[config.mk]
export PLATFORM = sky130hd
export DESIGN_NAME = twowire_slave_fe
export DESIGN_NICKNAME = d
export VERILOG_FILES = /design/src/rtl/tw_fe_pkg.sv /design/src/rtl/tw_line_sync.sv /design/src/rtl/tw_cond_detect.sv /design/src/rtl/tw_byte_engine.sv /design/src/rtl/twowire_slave_fe.sv
export SDC_FILE = /design/constraint.sdc
export NUM_CORES = 1
export LEC_CHECK = 0
export BUFFER_PORTS_ARGS = -buffer_cell sky130_fd_sc_hd__buf_4
export CELL_PAD_IN_SITES_DETAIL_PLACEMENT = 2
export CELL_PAD_IN_SITES_GLOBAL_PLACEMENT = 2
export CORE_MARGIN = 5
export CORE_UTILIZATION = 40
export DETAILED_ROUTE_END_ITERATION = 10
export PLACE_DENSITY = 0.84
export SYNTH_ARGS = -nofsm -noshare
export SYNTH_HDL_FRONTEND = slang
export SYNTH_SLANG_ARGS = --single-unit
[constraint.sdc]
create_clock -name clk -period 3.6 [get_ports clk]
set_clock_uncertainty 0.05 [all_clocks]
set_input_delay 0.18 -clock clk [delete_from_list [all_inputs] [get_ports clk]]
set_output_delay 0.18 -clock clk [all_outputs]
set_load 0.02 [all_outputs]
[src/rtl/tw_fe_pkg.sv]
package tw_fe_pkg;
  typedef enum logic [2:0] {
    ST_IDLE,
    ST_ADDR,
    ST_ACK,
    ST_RX,
    ST_TX,
    ST_MACK
  } fe_state_t;
endpackage

[src/rtl/tw_line_sync.sv]
module tw_line_sync #(
  parameter int   STAGES  = 2,
  parameter logic RST_VAL = 1'b1
) (
  input  logic clk,
  input  logic rst_n,
  input  logic line_i,
  output logic lvl_o,
  output logic rise_o,
  output logic fall_o
);
  localparam int CHAIN_W = STAGES + 1;

  logic [CHAIN_W-1:0] chain_q;

  always_ff @(posedge clk or negedge rst_n) begin
    if (!rst_n) chain_q <= {CHAIN_W{RST_VAL}};
    else        chain_q <= {chain_q[CHAIN_W-2:0], line_i};
  end

  // chain_q[STAGES-1] is the synchronised level, chain_q[STAGES] its previous value
  assign lvl_o  = chain_q[STAGES-1];
  assign rise_o =  chain_q[STAGES-1] & ~chain_q[STAGES];
  assign fall_o = ~chain_q[STAGES-1] &  chain_q[STAGES];
endmodule

[src/rtl/tw_cond_detect.sv]
module tw_cond_detect (
  input  logic clk,
  input  logic rst_n,
  input  logic scl_lvl,
  input  logic sda_rise,
  input  logic sda_fall,
  output logic start_det,
  output logic stop_det,
  output logic start_o,
  output logic stop_o
);
  always_comb begin
    start_det = scl_lvl & sda_fall;
    stop_det  = scl_lvl & sda_rise;
  end

  always_ff @(posedge clk or negedge rst_n) begin
    if (!rst_n) begin
      start_o <= 1'b0;
      stop_o  <= 1'b0;
    end else begin
      start_o <= start_det;
      stop_o  <= stop_det;
    end
  end
endmodule

[src/rtl/tw_byte_engine.sv]
module tw_byte_engine
  import tw_fe_pkg::*;
#(
  parameter int BYTE_W = 8,
  parameter int TYPE_W = 4,
  parameter logic [TYPE_W-1:0] DEV_TYPE = 4'b0101
) (
  input  logic                     clk,
  input  logic                     rst_n,
  input  logic                     scl_rise,
  input  logic                     scl_fall,
  input  logic                     sda_lvl,
  input  logic                     start_det,
  input  logic                     stop_det,
  input  logic [BYTE_W-TYPE_W-1:0] strap,
  input  logic                     busy,
  input  logic                     tx_en,
  input  logic [BYTE_W-1:0]        tx_byte,
  output logic                     sda_oe,
  output logic                     tx_load,
  output logic [BYTE_W-1:0]        rx_byte,
  output logic                     rx_valid,
  output logic                     idle
);
  localparam int CNT_W = $clog2(BYTE_W);
  localparam logic [CNT_W-1:0] LAST_BIT = CNT_W'(BYTE_W - 1);

  fe_state_t          state_q, state_d;
  logic [CNT_W-1:0]   cnt_q, cnt_d;
  logic [BYTE_W-1:0]  sh_q, sh_d;
  logic [BYTE_W-1:0]  tx_q, tx_d;
  logic [BYTE_W-1:0]  rxb_q;
  logic               drv_q, drv_d;
  logic               mack_q, mack_d;
  logic               rxv_q, rxv_d;
  logic               ld_q, ld_d;
  logic               sh_en, tx_en_reg;
  logic [BYTE_W-1:0]  rx_full;

  assign rx_full = {sh_q[BYTE_W-2:0], sda_lvl};

  always_comb begin
    state_d   = state_q;
    cnt_d     = cnt_q;
    sh_d      = sh_q;
    tx_d      = tx_q;
    drv_d     = drv_q;
    mack_d    = mack_q;
    rxv_d     = 1'b0;
    ld_d      = 1'b0;
    sh_en     = 1'b0;
    tx_en_reg = 1'b0;
    if (start_det) begin
      state_d = ST_ADDR;
      cnt_d   = '0;
      drv_d   = 1'b0;
    end else if (stop_det) begin
      state_d = ST_IDLE;
      drv_d   = 1'b0;
    end else begin
      unique case (state_q)
        ST_ADDR: if (scl_rise) begin
          sh_en = 1'b1;
          sh_d  = rx_full;
          cnt_d = cnt_q + 1'b1;
          if (cnt_q == LAST_BIT) begin
            cnt_d = '0;
            if (rx_full == {DEV_TYPE, strap} && !busy) state_d = ST_ACK;
            else                                       state_d = ST_IDLE;
          end
        end
        ST_RX: if (scl_rise) begin
          sh_en = 1'b1;
          sh_d  = rx_full;
          cnt_d = cnt_q + 1'b1;
          if (cnt_q == LAST_BIT) begin
            cnt_d   = '0;
            rxv_d   = 1'b1;
            state_d = ST_ACK;
          end
        end
        ST_ACK: if (scl_fall) begin
          if (!drv_q) begin
            drv_d = 1'b1;
          end else begin
            drv_d = 1'b0;
            cnt_d = '0;
            if (tx_en) begin
              state_d   = ST_TX;
              tx_en_reg = 1'b1;
              tx_d      = tx_byte;
              ld_d      = 1'b1;
            end else begin
              state_d = ST_RX;
            end
          end
        end
        ST_TX: if (scl_fall) begin
          tx_en_reg = 1'b1;
          tx_d      = {tx_q[BYTE_W-2:0], 1'b0};
          cnt_d     = cnt_q + 1'b1;
          if (cnt_q == LAST_BIT) begin
            cnt_d   = '0;
            state_d = ST_MACK;
          end
        end
        ST_MACK: begin
          if (scl_rise) mack_d = !sda_lvl;
          if (scl_fall) begin
            if (mack_q) begin
              state_d   = ST_TX;
              tx_en_reg = 1'b1;
              tx_d      = tx_byte;
              ld_d      = 1'b1;
            end else begin
              state_d = ST_IDLE;
            end
          end
        end
        default: ;
      endcase
    end
  end

  always_ff @(posedge clk or negedge rst_n) begin
    if (!rst_n) begin
      state_q <= ST_IDLE;
      cnt_q   <= '0;
      sh_q    <= '0;
      tx_q    <= '0;
      rxb_q   <= '0;
      drv_q   <= 1'b0;
      mack_q  <= 1'b0;
      rxv_q   <= 1'b0;
      ld_q    <= 1'b0;
    end else begin
      state_q <= state_d;
      cnt_q   <= cnt_d;
      drv_q   <= drv_d;
      mack_q  <= mack_d;
      rxv_q   <= rxv_d;
      ld_q    <= ld_d;
      if (sh_en)     sh_q  <= sh_d;
      if (tx_en_reg) tx_q  <= tx_d;
      if (rxv_d)     rxb_q <= rx_full;
    end
  end

  assign sda_oe   = (state_q == ST_ACK && drv_q) ||
                    (state_q == ST_TX && !tx_q[BYTE_W-1]);
  assign tx_load  = ld_q;
  assign rx_byte  = rxb_q;
  assign rx_valid = rxv_q;
  assign idle     = (state_q == ST_IDLE);
endmodule

[src/rtl/twowire_slave_fe.sv]
module twowire_slave_fe #(
  parameter int BYTE_W      = 8,
  parameter int TYPE_W      = 4,
  parameter logic [TYPE_W-1:0] DEV_TYPE = 4'b0101,
  parameter int SYNC_STAGES = 2
) (
  input  logic                     clk,
  input  logic                     rst_n,
  input  logic                     scl_i,
  input  logic                     sda_i,
  output logic                     sda_oe,
  input  logic [BYTE_W-TYPE_W-1:0] strap_i,
  input  logic                     busy_i,
  input  logic                     tx_en_i,
  input  logic [BYTE_W-1:0]        tx_byte_i,
  output logic                     tx_load_o,
  output logic [BYTE_W-1:0]        rx_byte_o,
  output logic                     rx_valid_o,
  output logic                     start_o,
  output logic                     stop_o
);
  logic rst_meta, rst_ns;
  logic scl_lvl, scl_rise, scl_fall;
  logic sda_lvl, sda_rise, sda_fall;
  logic start_det, stop_det;
  logic bus_idle;

  // asynchronous assertion, synchronous release
  always_ff @(posedge clk or negedge rst_n) begin
    if (!rst_n) begin
      rst_meta <= 1'b0;
      rst_ns   <= 1'b0;
    end else begin
      rst_meta <= 1'b1;
      rst_ns   <= rst_meta;
    end
  end

  tw_line_sync #(.STAGES(SYNC_STAGES), .RST_VAL(1'b1)) u_scl_sync (
    .clk(clk), .rst_n(rst_ns), .line_i(scl_i),
    .lvl_o(scl_lvl), .rise_o(scl_rise), .fall_o(scl_fall));

  tw_line_sync #(.STAGES(SYNC_STAGES), .RST_VAL(1'b1)) u_sda_sync (
    .clk(clk), .rst_n(rst_ns), .line_i(sda_i),
    .lvl_o(sda_lvl), .rise_o(sda_rise), .fall_o(sda_fall));

  tw_cond_detect u_cond (
    .clk(clk), .rst_n(rst_ns), .scl_lvl(scl_lvl),
    .sda_rise(sda_rise), .sda_fall(sda_fall),
    .start_det(start_det), .stop_det(stop_det),
    .start_o(start_o), .stop_o(stop_o));

  tw_byte_engine #(.BYTE_W(BYTE_W), .TYPE_W(TYPE_W), .DEV_TYPE(DEV_TYPE)) u_engine (
    .clk(clk), .rst_n(rst_ns),
    .scl_rise(scl_rise), .scl_fall(scl_fall), .sda_lvl(sda_lvl),
    .start_det(start_det), .stop_det(stop_det),
    .strap(strap_i), .busy(busy_i), .tx_en(tx_en_i), .tx_byte(tx_byte_i),
    .sda_oe(sda_oe), .tx_load(tx_load_o), .rx_byte(rx_byte_o),
    .rx_valid(rx_valid_o), .idle(bus_idle));
endmodule

==> key figures <==
Status
  – Status: completed

Die
  – Row cnt: 25
  – Die area: 6480 sq um
  – Core ar.: around 4800 sq um
  – Initial Util: around two fifths
  – Chip Width: approximately 80 microns
  – Die height: between 80 and 90 microns
  – I/O pin total: 31

Timing
  – Setup TNS: 0 ps
  – Final Slew Violations: 0
  – # setup viols final: 0
  – Tmin final: roughly 2400 ps
  – Slew @ Worst Pin: 839 ps
  – RSZ-0062 raised after global routing: no
  – Achievable clock frequency: 413 MHz
  – Final hold vios: 0
  – Tcrit/Tclk final: roughly two thirds
  – Relative slew margins: between 40% and 50%

Synthesis
  – Post-synthesis sequential area ratio: 54.5%
  – Synth unique cells: 44
  – EDFF count, synth: 0
  – Syn Nets: 187
  – Synth top area share: between 40% and 50%
  – Register bit total from synthesis: 43
  – Cell taking the most area after synthesis: dfrtp_1
  – Commonest cells in the netlist: 37 x dfrtp_1, 12 x nor2_1, 10 x a21oi_1, 9 x mux2_2
  – Main flop type after synthesis: dfrtp_1
  – Syn Std Cell Area: a little under 2000 sq um
  – Synth async-reset ratio: 100%
  – Syn_area_per_cell: roughly 12 sq um
  – Synth area leaders: dfrtp_1 47%, dfstp_2 7.9%, mux2_2 5.1%, mux2_1 4.5%, mux2i_1 4.0%
  – Most numerous cell in the Yosys netlist: dfrtp_1
  – Cell count after synthesis: between 150 and 200
  – Synth warn: 0

Run
  – Max cap viols: 0

Route
  – Vias per cell: around 5.4
  – Drt pass-1 iters: 4
  – Drt wl/cell: 19.6 microns
  – ANT nets after route: 0
  – Remaining DRCs: 0
  – Final WL: between 5000 and 6000 microns
  – DRT iter0 DRCs: 24
  – DR vias: 1453

Global routing
  – Vias in the first global route: 1708
  – Met1 Usage GRT: between 10% and 20%
  – Largest net degree at the start of global routing: 27
  – GR Layer Usage met3: under 10%
  – GRT Total Usage: 18.6%
  – Layer with the highest usage: met2
  – Initial antenna violation count: 0
  – Total gr overflow: 0
  – GR Layer Usage met2: 33.9%
  – First-pass GRT wire length: just under 9000 microns

Clock network
  – Max H-tree Level: 2
  – Clk root buf: clkbuf_8
  – Clk slew on worst S/H paths: ~80 ps
  – CTS hold repair buffers: 3
  – Post_cts resized: 0
  – CTS buffer count: 5
  – Clock latency on the worst-skew pair: 300 ps
  – CTS sink count: 43
  – CTS tree: done
  – Post-CTS setup buffer count: 0
  – Clk buf depth: 2

Worst setup path
  – CP startpoint: u_scl_sync.chain_q[1]
  – CP max FO: 10
  – CP Capture Type: register
  – Critical path arrival: about 2600 ps
  – Worst EP required: 3730 ps
  – Worst r2r src: u_scl_sync.chain_q[1]
  – Crit start category: register
  – Critical Setup Path Class: register to register

Final layout
  – FF/Latch Area: 1080 sq um
  – Antenna Cells: 0
  – Total Nets Final: approximately 220
  – Fin util: approximately half
  – Area grow syn2layout: 22.6%
  – Share of post-route cells with drive strength above 1: between 20% and 30%
  – Multi-input gate area: about 850 sq um
  – Filler cells: roughly 490
  – Final instance area: 2440 sq um

Placement
  – HPWL after detailed placement: around 3800 microns
  – Post-DP Area: about 2300 sq um
  – # port buffers: 30
  – Routability congestion estimate: approximately 0.87

Min path
  – Worst Hold Class: primary input to register
  – Worst min-delay path startpoint: tx_byte_i[0]

Power and ir drop
  – PwrDens: about 510 nW/um^2
  – Worst vdd ir: around 0.30 mV
  – Leakage dissipation: 1.19 nW
==> metal layers <==
layer / vias to the layer above / part of all wire [%] / routed length, microns
met5: - / 0 / 0
met4: 0 / 2.2 / 118
met3: 12 / 3.6 / 192
met2: 28 / 55 / 2890
met1: 747 / 39 / 2070
li1: 666 / - / -
==> layout make-up <==
class / count / share of cell area [%]
well taps: 67 / 3.44
clock inverters: 3 / 2.77
multi-input cells: 112 / 34.9
inverters: 5 / 0.770
flip-flops and latches: 43 / 44.5
clock buffers: 5 / 2.82
repair buffers: 34 / 10.8
==> flip-flops by register name, indices dropped and copies added (netlist names), 3 cells and up <==
name                cells
u_engine.cnt_q          3
u_engine.rx_byte        8
u_engine.sh_q           7
u_engine.state_q        3
u_engine.tx_q           8
u_scl_sync.chain_q      3
u_sda_sync.chain_q      3
==> final timing paths <==
path	end	slack, ps	cells past startpoint
worst max-delay path	u_engine.rx_byte[7]	1180	4
max in group asynchronous	u_scl_sync.chain_q[0]	2440	1
worst min register to register	u_engine.tx_q[3]	230	0
worst min-delay path	u_engine.tx_q[0]	110	3
worst max register to register	u_engine.rx_byte[7]	1180	4
min in group asynchronous	rst_ns	140	2
==> power by group <==
group | total (mW) | switching (mW) | internal, mW
logic | 0.195 | 0.0961 | 0.0984
clock network | 0.450 | 0.173 | 0.277
registers | 0.596 | 0.0634 | 0.532
total | 1.24 | 0.332 | 0.907
==> cells by family (layout without fill, tap and decap cells) <==
group | after synthesis | after routing | share of synthesized area [%]
multiplexers | 25 | 25 | 13.7
AO/OA/AOI/OAI | 29 | 29 | 10.0
adder cells (fa/ha/maj) | 2 | 2 | 1.26
XOR/XNOR | 6 | 6 | 2.64
flip-flops | 43 | 43 | 54.5
AND/OR/NAND/NOR | 49 | 49 | 15.1
other | 1 | 1 | 0.189
buffers and inverters | 12 | 47 | 2.64
==> through the flow <==
stage | power [mW] | hold slack (ps) | setup WS [ps] | cells
after global placement | 0.767 | -87.9 | 1360 | 258
after CTS | 1.26 | 104 | 1190 | 269
after floorplan | 0.720 | -166 | 1560 | 167
final | 1.24 | 106 | 1180 | 269
after detailed placement | 0.792 | -86.9 | 1220 | 258
after global routing | 1.30 | 110 | 1070 | 269
==> cells in the final DEF, fill, tap and decap left out, types with 3 or more instances in the layout <==
cell type	netlist	layout
dfrtp_1	37	37
buf_4	1	31
nor2_1	12	12
a21oi_1	10	10
mux2_2	9	9
mux2_1	8	8
mux2i_1	8	8
o21ai_0	7	7
dfstp_2	6	6
inv_1	5	5
xor2_1	5	5
nand2_1	5	5
clkbuf_8	0	5
nand3b_1	3	3
nand2b_1	3	3
a31oi_1	3	3
nor4bb_1	3	3
nand3_1	3	3
dlygate4sd3_1	0	3
==> critical path, stage by stage, from the launching register on <==
cell and delay [ps]:
dfstp_2 640, and2b_1 240, or3b_1 410, and4bb_1 570, mux2_1 380
(Power assumes the default switching activity.)
